[config.mk]
export PLATFORM = sky130hd
export DESIGN_NAME = dualfn_port
export DESIGN_NICKNAME = d
export VERILOG_FILES = /design/src/rtl/dualfn_port_pkg.sv /design/src/rtl/dualfn_port_ctrl.sv /design/src/rtl/dualfn_port_dp.sv /design/src/rtl/dualfn_port.sv
export SDC_FILE = /design/constraint.sdc
export NUM_CORES = 1
export LEC_CHECK = 0
export BUFFER_PORTS_ARGS = -buffer_cell sky130_fd_sc_hd__buf_2
export CAP_MARGIN = 20
export CORE_MARGIN = 2
export CORE_UTILIZATION = 45
export DETAILED_ROUTE_END_ITERATION = 8
export PLACE_DENSITY_LB_ADDON = 0.15
export SKIP_LAST_GASP = 1
export SLEW_MARGIN = 20
export SYNTH_ARGS = -nofsm -noshare
export SYNTH_HDL_FRONTEND = slang
export SYNTH_SLANG_ARGS = --single-unit
[constraint.sdc]
create_clock -name clk -period 1.2 [get_ports clk]
set_clock_uncertainty 0.15 [all_clocks]
set_input_delay 0.12 -clock clk [delete_from_list [all_inputs] [get_ports clk]]
set_output_delay 0.12 -clock clk [all_outputs]
set_load 0.02 [all_outputs]
[src/rtl/dualfn_port_pkg.sv]
package dualfn_port_pkg;

  // Which register the read path returns in the next cycle
  typedef enum logic [1:0] {
    SEL_NONE = 2'd0,
    SEL_FUNC = 2'd1,
    SEL_DIR  = 2'd2,
    SEL_PIN  = 2'd3
  } rdSel_e;

  // Strobes sent from the decode logic to the datapath
  typedef struct packed {
    logic   wrFunc;
    logic   wrDir;
    logic   wrLatch;
    rdSel_e rdSel;
  } portStrobe_t;

endpackage

[src/rtl/dualfn_port_ctrl.sv]
module dualfn_port_ctrl
  import dualfn_port_pkg::*;
#(
  parameter int ADDR_W = 16,
  parameter logic [ADDR_W-1:0] FUNC_ADDR = 16'hFFE1,
  parameter logic [ADDR_W-1:0] DIR_ADDR  = 16'hFFE3,
  parameter logic [ADDR_W-1:0] PIN_ADDR  = 16'hFFE5
) (
  input  logic [ADDR_W-1:0] busAddr,
  input  logic              busRd,
  input  logic              busWr,
  output portStrobe_t       strobe
);

  logic hitFunc;
  logic hitDir;
  logic hitPin;

  assign hitFunc = (busAddr == FUNC_ADDR);
  assign hitDir  = (busAddr == DIR_ADDR);
  assign hitPin  = (busAddr == PIN_ADDR);

  always_comb begin
    strobe.wrFunc  = busWr & hitFunc;
    strobe.wrDir   = busWr & hitDir;
    strobe.wrLatch = busWr & hitPin;
    strobe.rdSel   = SEL_NONE;
    if (busRd) begin
      if (hitFunc)     strobe.rdSel = SEL_FUNC;
      else if (hitDir) strobe.rdSel = SEL_DIR;
      else if (hitPin) strobe.rdSel = SEL_PIN;
    end
  end

endmodule

[src/rtl/dualfn_port_dp.sv]
module dualfn_port_dp
  import dualfn_port_pkg::*;
#(
  parameter int NUM_PINS    = 9,
  parameter int DATA_W      = 24,
  parameter int SYNC_STAGES = 2
) (
  input  logic                clk,
  input  logic                rstN,
  input  portStrobe_t         strobe,
  input  logic [DATA_W-1:0]   wdata,
  output logic [DATA_W-1:0]   rdata,
  input  logic [NUM_PINS-1:0] pinIn,
  output logic [NUM_PINS-1:0] pinOut,
  output logic [NUM_PINS-1:0] pinOe,
  input  logic [NUM_PINS-1:0] perOut,
  input  logic [NUM_PINS-1:0] perOe,
  output logic [NUM_PINS-1:0] perIn,
  output logic [NUM_PINS-1:0] funcReg,
  output logic [NUM_PINS-1:0] dirReg,
  output logic [NUM_PINS-1:0] latchReg
);

  localparam int PAD_W = DATA_W - NUM_PINS;

  logic [NUM_PINS-1:0] wLow;
  logic                unusedHi;
  logic [NUM_PINS-1:0] pinState;
  logic [NUM_PINS-1:0] rdSel;
  logic [DATA_W-1:0]   rdNext;

  assign wLow     = wdata[NUM_PINS-1:0];
  assign unusedHi = ^wdata[DATA_W-1:NUM_PINS];

  // Software-visible registers
  always_ff @(posedge clk or negedge rstN) begin
    if (!rstN) begin
      funcReg  <= '0;
      dirReg   <= '0;
      latchReg <= '0;
    end else begin
      if (strobe.wrFunc)  funcReg  <= wLow;
      if (strobe.wrDir)   dirReg   <= wLow;
      if (strobe.wrLatch) latchReg <= wLow;
    end
  end

  // Input synchroniser; the stage count picks the shift form
  logic [SYNC_STAGES-1:0][NUM_PINS-1:0] syncQ;

  generate
    if (SYNC_STAGES == 1) begin : g_sync_one
      always_ff @(posedge clk or negedge rstN) begin
        if (!rstN) syncQ <= '0;
        else       syncQ <= pinIn;
      end
    end else begin : g_sync_chain
      always_ff @(posedge clk or negedge rstN) begin
        if (!rstN) syncQ <= '0;
        else       syncQ <= {syncQ[SYNC_STAGES-2:0], pinIn};
      end
    end
  endgenerate

  assign pinState = syncQ[SYNC_STAGES-1];

  // Read path
  always_comb begin
    case (strobe.rdSel)
      SEL_FUNC: rdSel = funcReg;
      SEL_DIR:  rdSel = dirReg;
      SEL_PIN:  rdSel = pinState;
      default:  rdSel = '0;
    endcase
    rdNext = {{PAD_W{1'b0}}, rdSel};
  end

  always_ff @(posedge clk or negedge rstN) begin
    if (!rstN) rdata <= '0;
    else       rdata <= rdNext;
  end

  // Per-pin function steering
  generate
    for (genvar p = 0; p < NUM_PINS; p++) begin : g_pin
      assign pinOut[p] = funcReg[p] ? perOut[p] : latchReg[p];
      assign pinOe[p]  = funcReg[p] ? perOe[p]  : dirReg[p];
      assign perIn[p]  = funcReg[p] & pinState[p];
    end
  endgenerate

endmodule

[src/rtl/dualfn_port.sv]
module dualfn_port
  import dualfn_port_pkg::*;
#(
  parameter int NUM_PINS    = 9,
  parameter int DATA_W      = 24,
  parameter int ADDR_W      = 16,
  parameter int SYNC_STAGES = 2,
  parameter logic [ADDR_W-1:0] FUNC_ADDR = 16'hFFE1,
  parameter logic [ADDR_W-1:0] DIR_ADDR  = 16'hFFE3,
  parameter logic [ADDR_W-1:0] PIN_ADDR  = 16'hFFE5
) (
  input  logic                clk,
  input  logic                rstN,
  input  logic [ADDR_W-1:0]   busAddr,
  input  logic                busRd,
  input  logic                busWr,
  input  logic [DATA_W-1:0]   busWdata,
  output logic [DATA_W-1:0]   busRdata,
  input  logic [NUM_PINS-1:0] pinIn,
  output logic [NUM_PINS-1:0] pinOut,
  output logic [NUM_PINS-1:0] pinOe,
  input  logic [NUM_PINS-1:0] perOut,
  input  logic [NUM_PINS-1:0] perOe,
  output logic [NUM_PINS-1:0] perIn
);

  portStrobe_t         strobe;
  logic [NUM_PINS-1:0] funcReg;
  logic [NUM_PINS-1:0] dirReg;
  logic [NUM_PINS-1:0] latchReg;

  dualfn_port_ctrl #(
    .ADDR_W   (ADDR_W),
    .FUNC_ADDR(FUNC_ADDR),
    .DIR_ADDR (DIR_ADDR),
    .PIN_ADDR (PIN_ADDR)
  ) uCtrl (
    .busAddr(busAddr),
    .busRd  (busRd),
    .busWr  (busWr),
    .strobe (strobe)
  );

  dualfn_port_dp #(
    .NUM_PINS   (NUM_PINS),
    .DATA_W     (DATA_W),
    .SYNC_STAGES(SYNC_STAGES)
  ) uDp (
    .clk     (clk),
    .rstN    (rstN),
    .strobe  (strobe),
    .wdata   (busWdata),
    .rdata   (busRdata),
    .pinIn   (pinIn),
    .pinOut  (pinOut),
    .pinOe   (pinOe),
    .perOut  (perOut),
    .perOe   (perOe),
    .perIn   (perIn),
    .funcReg (funcReg),
    .dirReg  (dirReg),
    .latchReg(latchReg)
  );

endmodule

==> flow_summary.yaml, run 1 <==
final_layout:
  diodes: 0
  nNetsFinal: 379
  nFillCells: 379
  drive_above_1_share_pct: 59.42
  final_cells: 378
  syn_to_final_growth_pct: 53.69
  regArea_um2: 1361
  final_util_pct: 71.35
  multi_input_area_um2: 1049
global_route:
  grt-ovfl-total: 0
  met1_usage_pct: 27.17
  antenna_found_initial: 0
  grt_usage_pct: 19.21
  grt_pass1_vias: 1728
  grt_use_met3_pct: 5.332
  grt.busiest_layer: "met2"
  grt_max_degree: 55
  met2_usage_pct: 28.32
  grt_pass1_wl_mm: 8.652
routing:
  via_count: 1784
  wl_per_cell_um: 14.43
  first_pass_iters: 4
  ant_nets: 0
  drtIter0Drc: 59
  drcViolationCount: 0
  vias_per_cell: 4.720
  totalWireLength_mm: 5.455
timing:
  drv_slew: 0
  setup_tns_ns: -8.388
  grt_setup_unrepaired: "yes"
  fin_ws_ns: -0.2855
  period_share_pct: 123.8
  fmax_mhz: 673.2
  fin_crit_ns: 1.485
  finalHoldViolCount: 0
  setup_violations: 57
power:
  p_leak_uw: 0.001922
  power.density_nw_per_um2: 937.1
  ir_drop_v: 0.0006328
worst_setup_path:
  worst-path-buf-inv: 1
  cp_slowest_stage_delay_ns: 0.46
  critPathKind: "flip-flop to output pin"
  r2r_start: "uDp.funcReg[6]$_DFFE_PN0P_"
  cp_slowest_cell: "dfrtp_2"
  crit_chain: "mux2_4 > buf_6"
  cp.required_ns: 0.93
  critPathLaunchType: "flip-flop"
  r2r_cells: 6
  worstPathMaxFanout: 5
  worst_ep_arrival_time_ns: 1.22
  rrSetupSlack_ns: -0.11
  end_kind: "output pin"
  reg2reg_to: "uDp.rdata[6]$_DFF_PN0_"
  critPathTopFamily: "flip-flops"
min_path:
  min-delay-start: "busAddr[1]"
  min_to: "uDp.latchReg[6]$_DFFE_PN0P_"
  min_path_type: "input pin to flip-flop"
  whs_path_depth: 3
clock_tree:
  cts.clk_slew.worst_paths_ns: 0.09
  ctsLongestPathBuffers: 2
  clockRootBuffer: "clkbuf_8"
  clk_latency_ns: 0.31
  cts.sinks: 54
  h-tree-depth: 2
  cts_buffers: 5
  cts_tree: "done"
placed_design:
  portBuffers: 91
  hpwl_mm: 3.429
  gp_congestion: 0.7017
  place_ws_ns: -0.4431
  placed_cells: 343
synth:
  seq_area_frac_synth_pct: 57.36
  ys_ff_latch: 54
  syn_avg_cell_area_um2: 13.39
  synthDistinctLibCells: 18
  synth_area_um2: 2356
  yosysWarnings: 0
  synth_cells: 176
floorplan:
  ios: 122
  die_w_um: 76.36
  coreArea_um2: 5075
  num_rows: 26
  die_y_um: 76.36
  die_area_um2: 5830
  initial_core_util_pct: 46.43
status:
  outcome: "complete, but fails checks"
  violations: "setup timing"
job:
  maxCapViolations: 0
-- layout by cell type (no fill, tap or decap), drive strengths merged --
master | synthesis | routed
a21oi | 9 | 9
nand3b | 1 | 2
dlygate4sd3 | 0 | 19
buf | 17 | 110
nand4b | 2 | 2
nand3 | 2 | 2
mux2i | 9 | 9
and2 | 9 | 9
nand2 | 2 | 2
or4 | 1 | 1
nor2 | 19 | 19
dfrtp | 54 | 54
nor4 | 1 | 1
nor2b | 1 | 1
mux2 | 45 | 45
nand4 | 1 | 1
bufinv | 0 | 1
conb | 1 | 15
clkbuf | 2 | 6
-- through the flow --
step	hold WS, ns	power [uW]	cell area (um2)
floorplan	-0.3256	2025	2419
global placement	-0.009982	2149	2917
detailed placement	-0.01369	2150	2917
CTS	0.1605	3415	3493
global route	0.1657	3543	3621
finish	0.1617	3393	3621
-- worst reg2reg max path, stage by stage, from the launching register on --
cell and delay [ns]:
dfrtp_2 0.45, buf_4 0.15, buf_4 0.12, mux2i_1 0.11, nor2_1 0.05, a21oi_1 0.11
nor2_1 0.06
-- how the worst max path moves through the flow --
stage	startpoint	end	slack [ns]	cells after the start
after global routing	uDp.funcReg[7]$_DFFE_PN0P_	pinOut[7]	-0.32	2
after floorplan	busAddr[3]	uDp.dirReg[0]$_DFFE_PN0P_	-0.24	4
after detailed placement	busAddr[3]	uDp.latchReg[4]$_DFFE_PN0P_	-0.44	6
after CTS	uDp.funcReg[1]$_DFFE_PN0P_	pinOe[1]	-0.29	2
after global placement	busAddr[3]	uDp.latchReg[3]$_DFFE_PN0P_	-0.42	6
final	uDp.funcReg[3]$_DFFE_PN0P_	pinOe[3]	-0.29	2
-- report_power, final --
part	total, uW	internal (uW)	switching (uW)	leakage (uW)
combinational	311	148	163	0.00116
sequential	1860	1850	12.4	0.000700
clock	1220	668	554	0.0000573
total	3390	2660	730	0.00192
-- registers in the layout, indices dropped and copies added (netlist names) --
signal / cells
uDp.dirReg: 9
uDp.pinState: 9
uDp.syncQ: 9
uDp.latchReg: 9
uDp.rdata: 9
uDp.funcReg: 9
-- routing by layer --
metal | vias up | wire length (um)
li1 | 841 | -
met1 | 849 | 2512
met2 | 85 | 2466
met3 | 9 | 371
met4 | 0 | 104
met5 | - | 0
-- repair_timing --
action / in CTS / in global routing
hold buffers: 19 / 0
pin swaps: 8 / 11
endpoints found under the setup margin: 54 / 61
gates resized for setup: 63 / 39
setup buffers: 7 / 1
gates cloned: 1 / 0
endpoints found under the hold margin: 90 / 0
-- synth_stat cells --
library cell / instances / area (um2)
dfrtp_1: 54 / 1351
nand4b_1: 2 / 17.52
nand3_1: 2 / 10.01
buf_2: 2 / 10.01
a21oi_1: 9 / 45.04
mux2i_1: 9 / 90.09
mux2_2: 45 / 506.7
nand4_1: 1 / 6.260
or4_1: 1 / 7.510
nand3b_4: 1 / 20.02
and2_1: 9 / 56.30
conb_1: 1 / 3.750
buf_4: 15 / 112.6
nor2_1: 19 / 71.32
nor4_4: 1 / 21.27
clkbuf_1: 2 / 7.510
nand2_2: 2 / 12.51
nor2b_1: 1 / 6.260
-- layout make-up --
class                      instances  area share (%)
clock buffer                       6           2.281
clock inverter                     1          0.8293
multi-input combinational        118           28.96
sequential                        54           37.60
tap                               70           2.419
timing repair buffer             129           27.92
-- logic make-up after synthesis --
group	after synthesis	synth area share [%]
AOI/OAI and AO/OA	9	1.912
muxes	54	25.33
and+or+nand+nor	39	9.719
other	1	0.1592
buffers and inverters	19	5.523
DFF	54	57.36
(Power assumes the default switching activity.)
==> inputs of run 2 (changes only) <==
--- a/config.mk
+++ b/config.mk
@@ -7,8 +7,10 @@
 export LEC_CHECK = 0
 export BUFFER_PORTS_ARGS = -buffer_cell sky130_fd_sc_hd__buf_2
 export CAP_MARGIN = 20
+export CELL_PAD_IN_SITES_DETAIL_PLACEMENT = 0
+export CELL_PAD_IN_SITES_GLOBAL_PLACEMENT = 1
 export CORE_MARGIN = 2
-export CORE_UTILIZATION = 45
+export CORE_UTILIZATION = 34
 export DETAILED_ROUTE_END_ITERATION = 8
 export PLACE_DENSITY_LB_ADDON = 0.15
 export SKIP_LAST_GASP = 1
==> flow_summary.yaml, run 2 (synthesis gave the netlist of run 1 again) <==
floorplan:
  coreArea_um2: 6756
  ios: 122
  initial_core_util_pct: 34.87
  num_rows: 30
  die_area_um2: 7612
  die_y_um: 87.25
  die_w_um: 87.25
final_layout:
  final_cells: 389
  diodes: 0
  syn_to_final_growth_pct: 55.28
  nNetsFinal: 379
  final_cell_mix: "63 x buf_2, 46 x dfrtp_1, 37 x buf_6"
  drive_above_1_share_pct: 60.19
  finalInstanceArea_um2: 3659
  layout_commonest_cell: "buf_2"
placed_design:
  placed_area_um2: 2922
  gp_congestion: 0.7006
  placed_cells: 352
  portBuffers: 91
  hpwl_mm: 3.692
timing:
  hold_ws_ns: 0.1606
  fmax_mhz: 675.6
  setup_violations: 56
  finalHoldViolCount: 0
  period_share_pct: 123.3
  drv_slew: 0
  fin_crit_ns: 1.480
  grt_setup_unrepaired: "yes"
  setup_tns_ns: -8.377
  fin_ws_ns: -0.2801
worst_setup_path:
  rrSetupSlack_ns: -0.08
  cp.required_ns: 0.93
  end_kind: "output pin"
  reg2reg_to: "uDp.rdata[6]$_DFF_PN0_"
  cp-endpoint: "pinOe[8]"
  critPathKind: "flip-flop to output pin"
  critPathLaunchType: "flip-flop"
  r2r_start: "uDp.funcReg[6]$_DFFE_PN0P_"
  worstSetupStartpoint: "uDp.funcReg[8]$_DFFE_PN0P_"
  worstPathMaxFanout: 4
  r2r_cells: 6
  worst_ep_arrival_time_ns: 1.21
job:
  maxCapViolations: 0
clock_tree:
  cts_tree: "done"
  cts.clk_slew.worst_paths_ns: 0.10
  cts_buffers: 5
  clk_latency_ns: 0.30
  cts.sinks: 54
  ctsLongestPathBuffers: 2
  h-tree-depth: 2
  clockRootBuffer: "clkbuf_8"
routing:
  via_count: 1788
  vias_per_cell: 4.596
  wl_per_cell_um: 14.86
  totalWireLength_mm: 5.781
  ant_nets: 0
  drtIter0Drc: 57
  drcViolationCount: 0
  first_pass_iters: 4
power:
  p_leak_uw: 0.001908
  power.density_nw_per_um2: 929.2
  ir_drop_v: 0.0006136
status:
  outcome: "complete, but fails checks"
  violations: "setup timing"
min_path:
  min_path_type: "input pin to flip-flop"
global_route:
  grt_pass1_wl_mm: 8.728
  grt-ovfl-total: 0
  grt_pass1_vias: 1752
  antenna_found_initial: 0
  grt_usage_pct: 15.32
  grt_max_degree: 55
-- run 2: worst min path at each step --
| stage | from | to | slack, ns | cells past startpoint |
|---|---|---|---|---|
| finish | busAddr[1] | uDp.rdata[1]$_DFF_PN0_ | 0.16 | 5 |
| global route | busAddr[1] | uDp.rdata[1]$_DFF_PN0_ | 0.17 | 5 |
| CTS | busAddr[1] | uDp.rdata[1]$_DFF_PN0_ | 0.14 | 5 |
| detailed placement | rstN | uDp.syncQ[4]$_DFF_PN0_ | 0.003 | 2 |
| global placement | rstN | uDp.latchReg[8]$_DFFE_PN0P_ | -0.009 | 2 |
| floorplan | rstN | uDp.dirReg[0]$_DFFE_PN0P_ | -0.33 | 0 |
-- run 2: cell type report --
type | instances | area, um2
timing repair buffer | 128 | 1002
sequential | 54 | 1361
fill | 596 | 3098
clock inverter | 3 | 43.79
tap | 80 | 100.1
clock buffer | 5 | 68.82
multi-input combinational | 119 | 1082
-- run 2: routing by layer --
layer | track usage, % | up-vias | part of all wire, %
met4 | 4.615 | 0 | 1.3
met2 | 25.34 | 69 | 49
met1 | 20.35 | 867 | 43
met3 | 3.033 | 8 | 5.7
li1 | - | 844 | -
met5 | 0 | - | 0
-- run 2: stage by stage --
stage	utilization, %	setup slack [ns]	power (uW)
2_1_floorplan	-	-0.2417	2025
3_3_place_gp	43.24	-0.4894	2159
3_5_place_dp	43.24	-0.5115	2161
4_1_cts	52.63	-0.2970	3444
5_1_grt	54.15	-0.3304	3565
6_report	54.15	-0.2801	3399
-- run 2: worst max-delay path, stage by stage (launching register included) --
cell     delay, ns
dfrtp_2       0.46
mux2_4        0.32
buf_6         0.13
-- run 2: timing repair --
item | 4_1_cts | 5_1_grt
hold endpoints to repair | 90 | 0
cloned | 1 | 1
pin swaps | 8 | 9
hold buffers | 19 | 0
gates resized for setup | 77 | 29
setup buffers | 8 | 0
endpoints found under the setup margin | 54 | 59
-- run 2: report_power, final --
| part | total [uW] | internal (uW) | switching, uW | leakage (uW) |
|---|---|---|---|---|
| combinational | 325 | 155 | 170 | 0.00115 |
| clock | 1210 | 626 | 587 | 0.0000585 |
| sequential | 1860 | 1850 | 12.8 | 0.000700 |
| total | 3400 | 2630 | 770 | 0.00191 |
==> inputs of run 3 (changes only) <==
--- a/config.mk
+++ b/config.mk
@@ -5,6 +5,7 @@
 export SDC_FILE = /design/constraint.sdc
 export NUM_CORES = 1
 export LEC_CHECK = 0
+export ABC_AREA = 1
 export BUFFER_PORTS_ARGS = -buffer_cell sky130_fd_sc_hd__buf_2
 export CAP_MARGIN = 20
 export CELL_PAD_IN_SITES_DETAIL_PLACEMENT = 0
==> flow_summary.yaml, run 3 <==
status:
  outcome: "complete, but fails checks"
  violations: "setup timing"
worst_setup_path:
  cp.required_ns: 0.93
  critPathKind: "flip-flop to output pin"
  critPathLaunchType: "flip-flop"
  worst_ep_arrival_time_ns: 1.22
  worstPathMaxFanout: 3
  end_kind: "output pin"
clock_tree:
  h-tree-depth: 2
  clk_latency_ns: 0.31
  ctsLongestPathBuffers: 2
  cts.sinks: 54
  cts_tree: "done"
  cts_buffers: 5
  cts.clk_slew.worst_paths_ns: 0.10
  clockRootBuffer: "clkbuf_8"
global_route:
  grt_pass1_vias: 2040
  grt_usage_pct: 14.56
  grt_max_degree: 55
  grt-ovfl-total: 0
  grt_pass1_wl_mm: 9.556
  antenna_found_initial: 0
final_layout:
  nFillCells: 718
  multi_input_area_um2: 1186
  drive_above_1_share_pct: 50.00
  nNetsFinal: 470
  diodes: 0
  final_util_pct: 50.71
  final_cell_mix: "67 x nand2_1, 66 x buf_2, 50 x dfrtp_1"
  layout_commonest_cell: "nand2_1"
  regArea_um2: 1356
  syn_to_final_growth_pct: 47.02
placed_design:
  gp_congestion: 0.7263
  portBuffers: 91
  place_ws_ns: -0.2517
  hpwl_mm: 4.084
routing:
  wl_per_cell_um: 12.12
  first_pass_iters: 4
  totalWireLength_mm: 6.086
  ant_nets: 0
  vias_per_cell: 4.217
  drcViolationCount: 0
  drtIter0Drc: 70
  via_count: 2117
job:
  maxCapViolations: 0
power:
  ir_drop_v: 0.0005465
  p_leak_uw: 0.002059
  power.density_nw_per_um2: 892.5
synth:
  seq_area_frac_synth_pct: 51.50
  synthTopCellsByCount: "76 x nand2_1, 54 x dfrtp_1, 27 x o21ai_2"
  yosysWarnings: 0
  synth_edf_count: 0
  ys_ff_latch: 54
  synth_top_area_share_pct: 51.50
  synth_cells: 271
  yosys.cell_count.top_type: "nand2_1"
  synth_area_um2: 2624
  ys.flop_type: "dfrtp_1"
  synthDistinctLibCells: 19
  yosysTopAreaCell: "dfrtp_1"
  synth_area_leaders: "dfrtp_1 52%, nand2_1 11%, o21ai_2 9.0%, mux2_2 7.3%, buf_4 4.3%"
  async_flop_share_pct: 100.0
  syn_avg_cell_area_um2: 9.682
timing:
  finalHoldViolCount: 0
  fmax_mhz: 672.1
  period_share_pct: 124.0
  drv_slew: 0
  setup_violations: 28
  fin_crit_ns: 1.488
  setup_tns_ns: -6.265
  grt_setup_unrepaired: "yes"
  fin_ws_ns: -0.2880
floorplan:
  die_area_um2: 8436
  num_rows: 32
  die_y_um: 91.85
  die_w_um: 91.85
  ios: 122
  coreArea_um2: 7607
  initial_core_util_pct: 34.49
min_path:
  min_path_type: "input pin to flip-flop"
==> run 3: where the power goes <==
group          internal, uW  total, uW  switching, uW
sequential             1850       1870           16.9
combinational           129        296            168
clock                   687       1280            594
total                  2660       3440            778
==> run 3: cell families after synthesis <==
kind of cell	Yosys count	share of synthesized area (%)
mux	17	7.296
simple gates	121	21.65
other cells	1	0.1429
buf+inv	49	10.01
flops	54	51.50
compound gates	29	9.394
==> run 3: metal layers <==
metal  track usage [%]  wire, um  vias to the layer above
li1                  -         -                     1079
met3             3.369       336                        4
met4             4.229        61                        0
met5                 0         0                        -
met1             18.55      2646                      978
met2             24.75      3042                       56
==> run 3: area by class of cell <==
type	instances	share of cell area, %
well taps	102	3.308
multi-input cells	182	30.75
inverters	31	3.211
clock buffers	6	2.141
repair buffers	125	24.42
clock inverters	2	1.006
flip-flops and latches	54	35.16
==> run 3: path summary, 6_finish.rpt <==
path / from / end / slack [ns] / depth (start not counted)
max reg2reg: uDp.funcReg[7]$_DFFE_PN0P_ / uDp.rdata[7]$_DFF_PN0_ / -0.01 / 6
min: busRd / uDp.rdata[7]$_DFF_PN0_ / 0.11 / 5
max in group asynchronous: rstN / uDp.funcReg[2]$_DFFE_PN0P_ / 0.47 / 3
max: uDp.funcReg[8]$_DFFE_PN0P_ / pinOe[8] / -0.29 / 2
min reg2reg: uDp.syncQ[3]$_DFF_PN0_ / uDp.pinState[3]$_DFF_PN0_ / 0.20 / 0
min in group asynchronous: rstN / uDp.rdata[3]$_DFF_PN0_ / 0.18 / 3
==> run 3: repair_timing <==
item                       in CTS  in global routing
hold endpoints to repair       88                  0
gates cloned                    0                  0
pin swaps                       4                  8
hold buffers                   19                  0
setup endpoints to repair      27                 32
resized for setup              69                 32
buffers inserted                6                  0
==> run 3: worst max-delay path, stage by stage, from the launching register on <==
cell and delay, ns:
dfrtp_1 0.44, mux2_4 0.31, buf_4 0.16
==> run 3: metrics by stage <==
step / instances / total power, uW / area (um2) / hold slack [ns]
global placement: 469 / 2143 / 3193 / -0.009989
global route: 502 / 3595 / 3857 / 0.1351
finish: 502 / 3443 / 3857 / 0.1070
CTS: 502 / 3488 / 3749 / 0.1141
detailed placement: 469 / 2146 / 3193 / -0.007989
floorplan: 285 / 2028 / 2676 / -0.3256
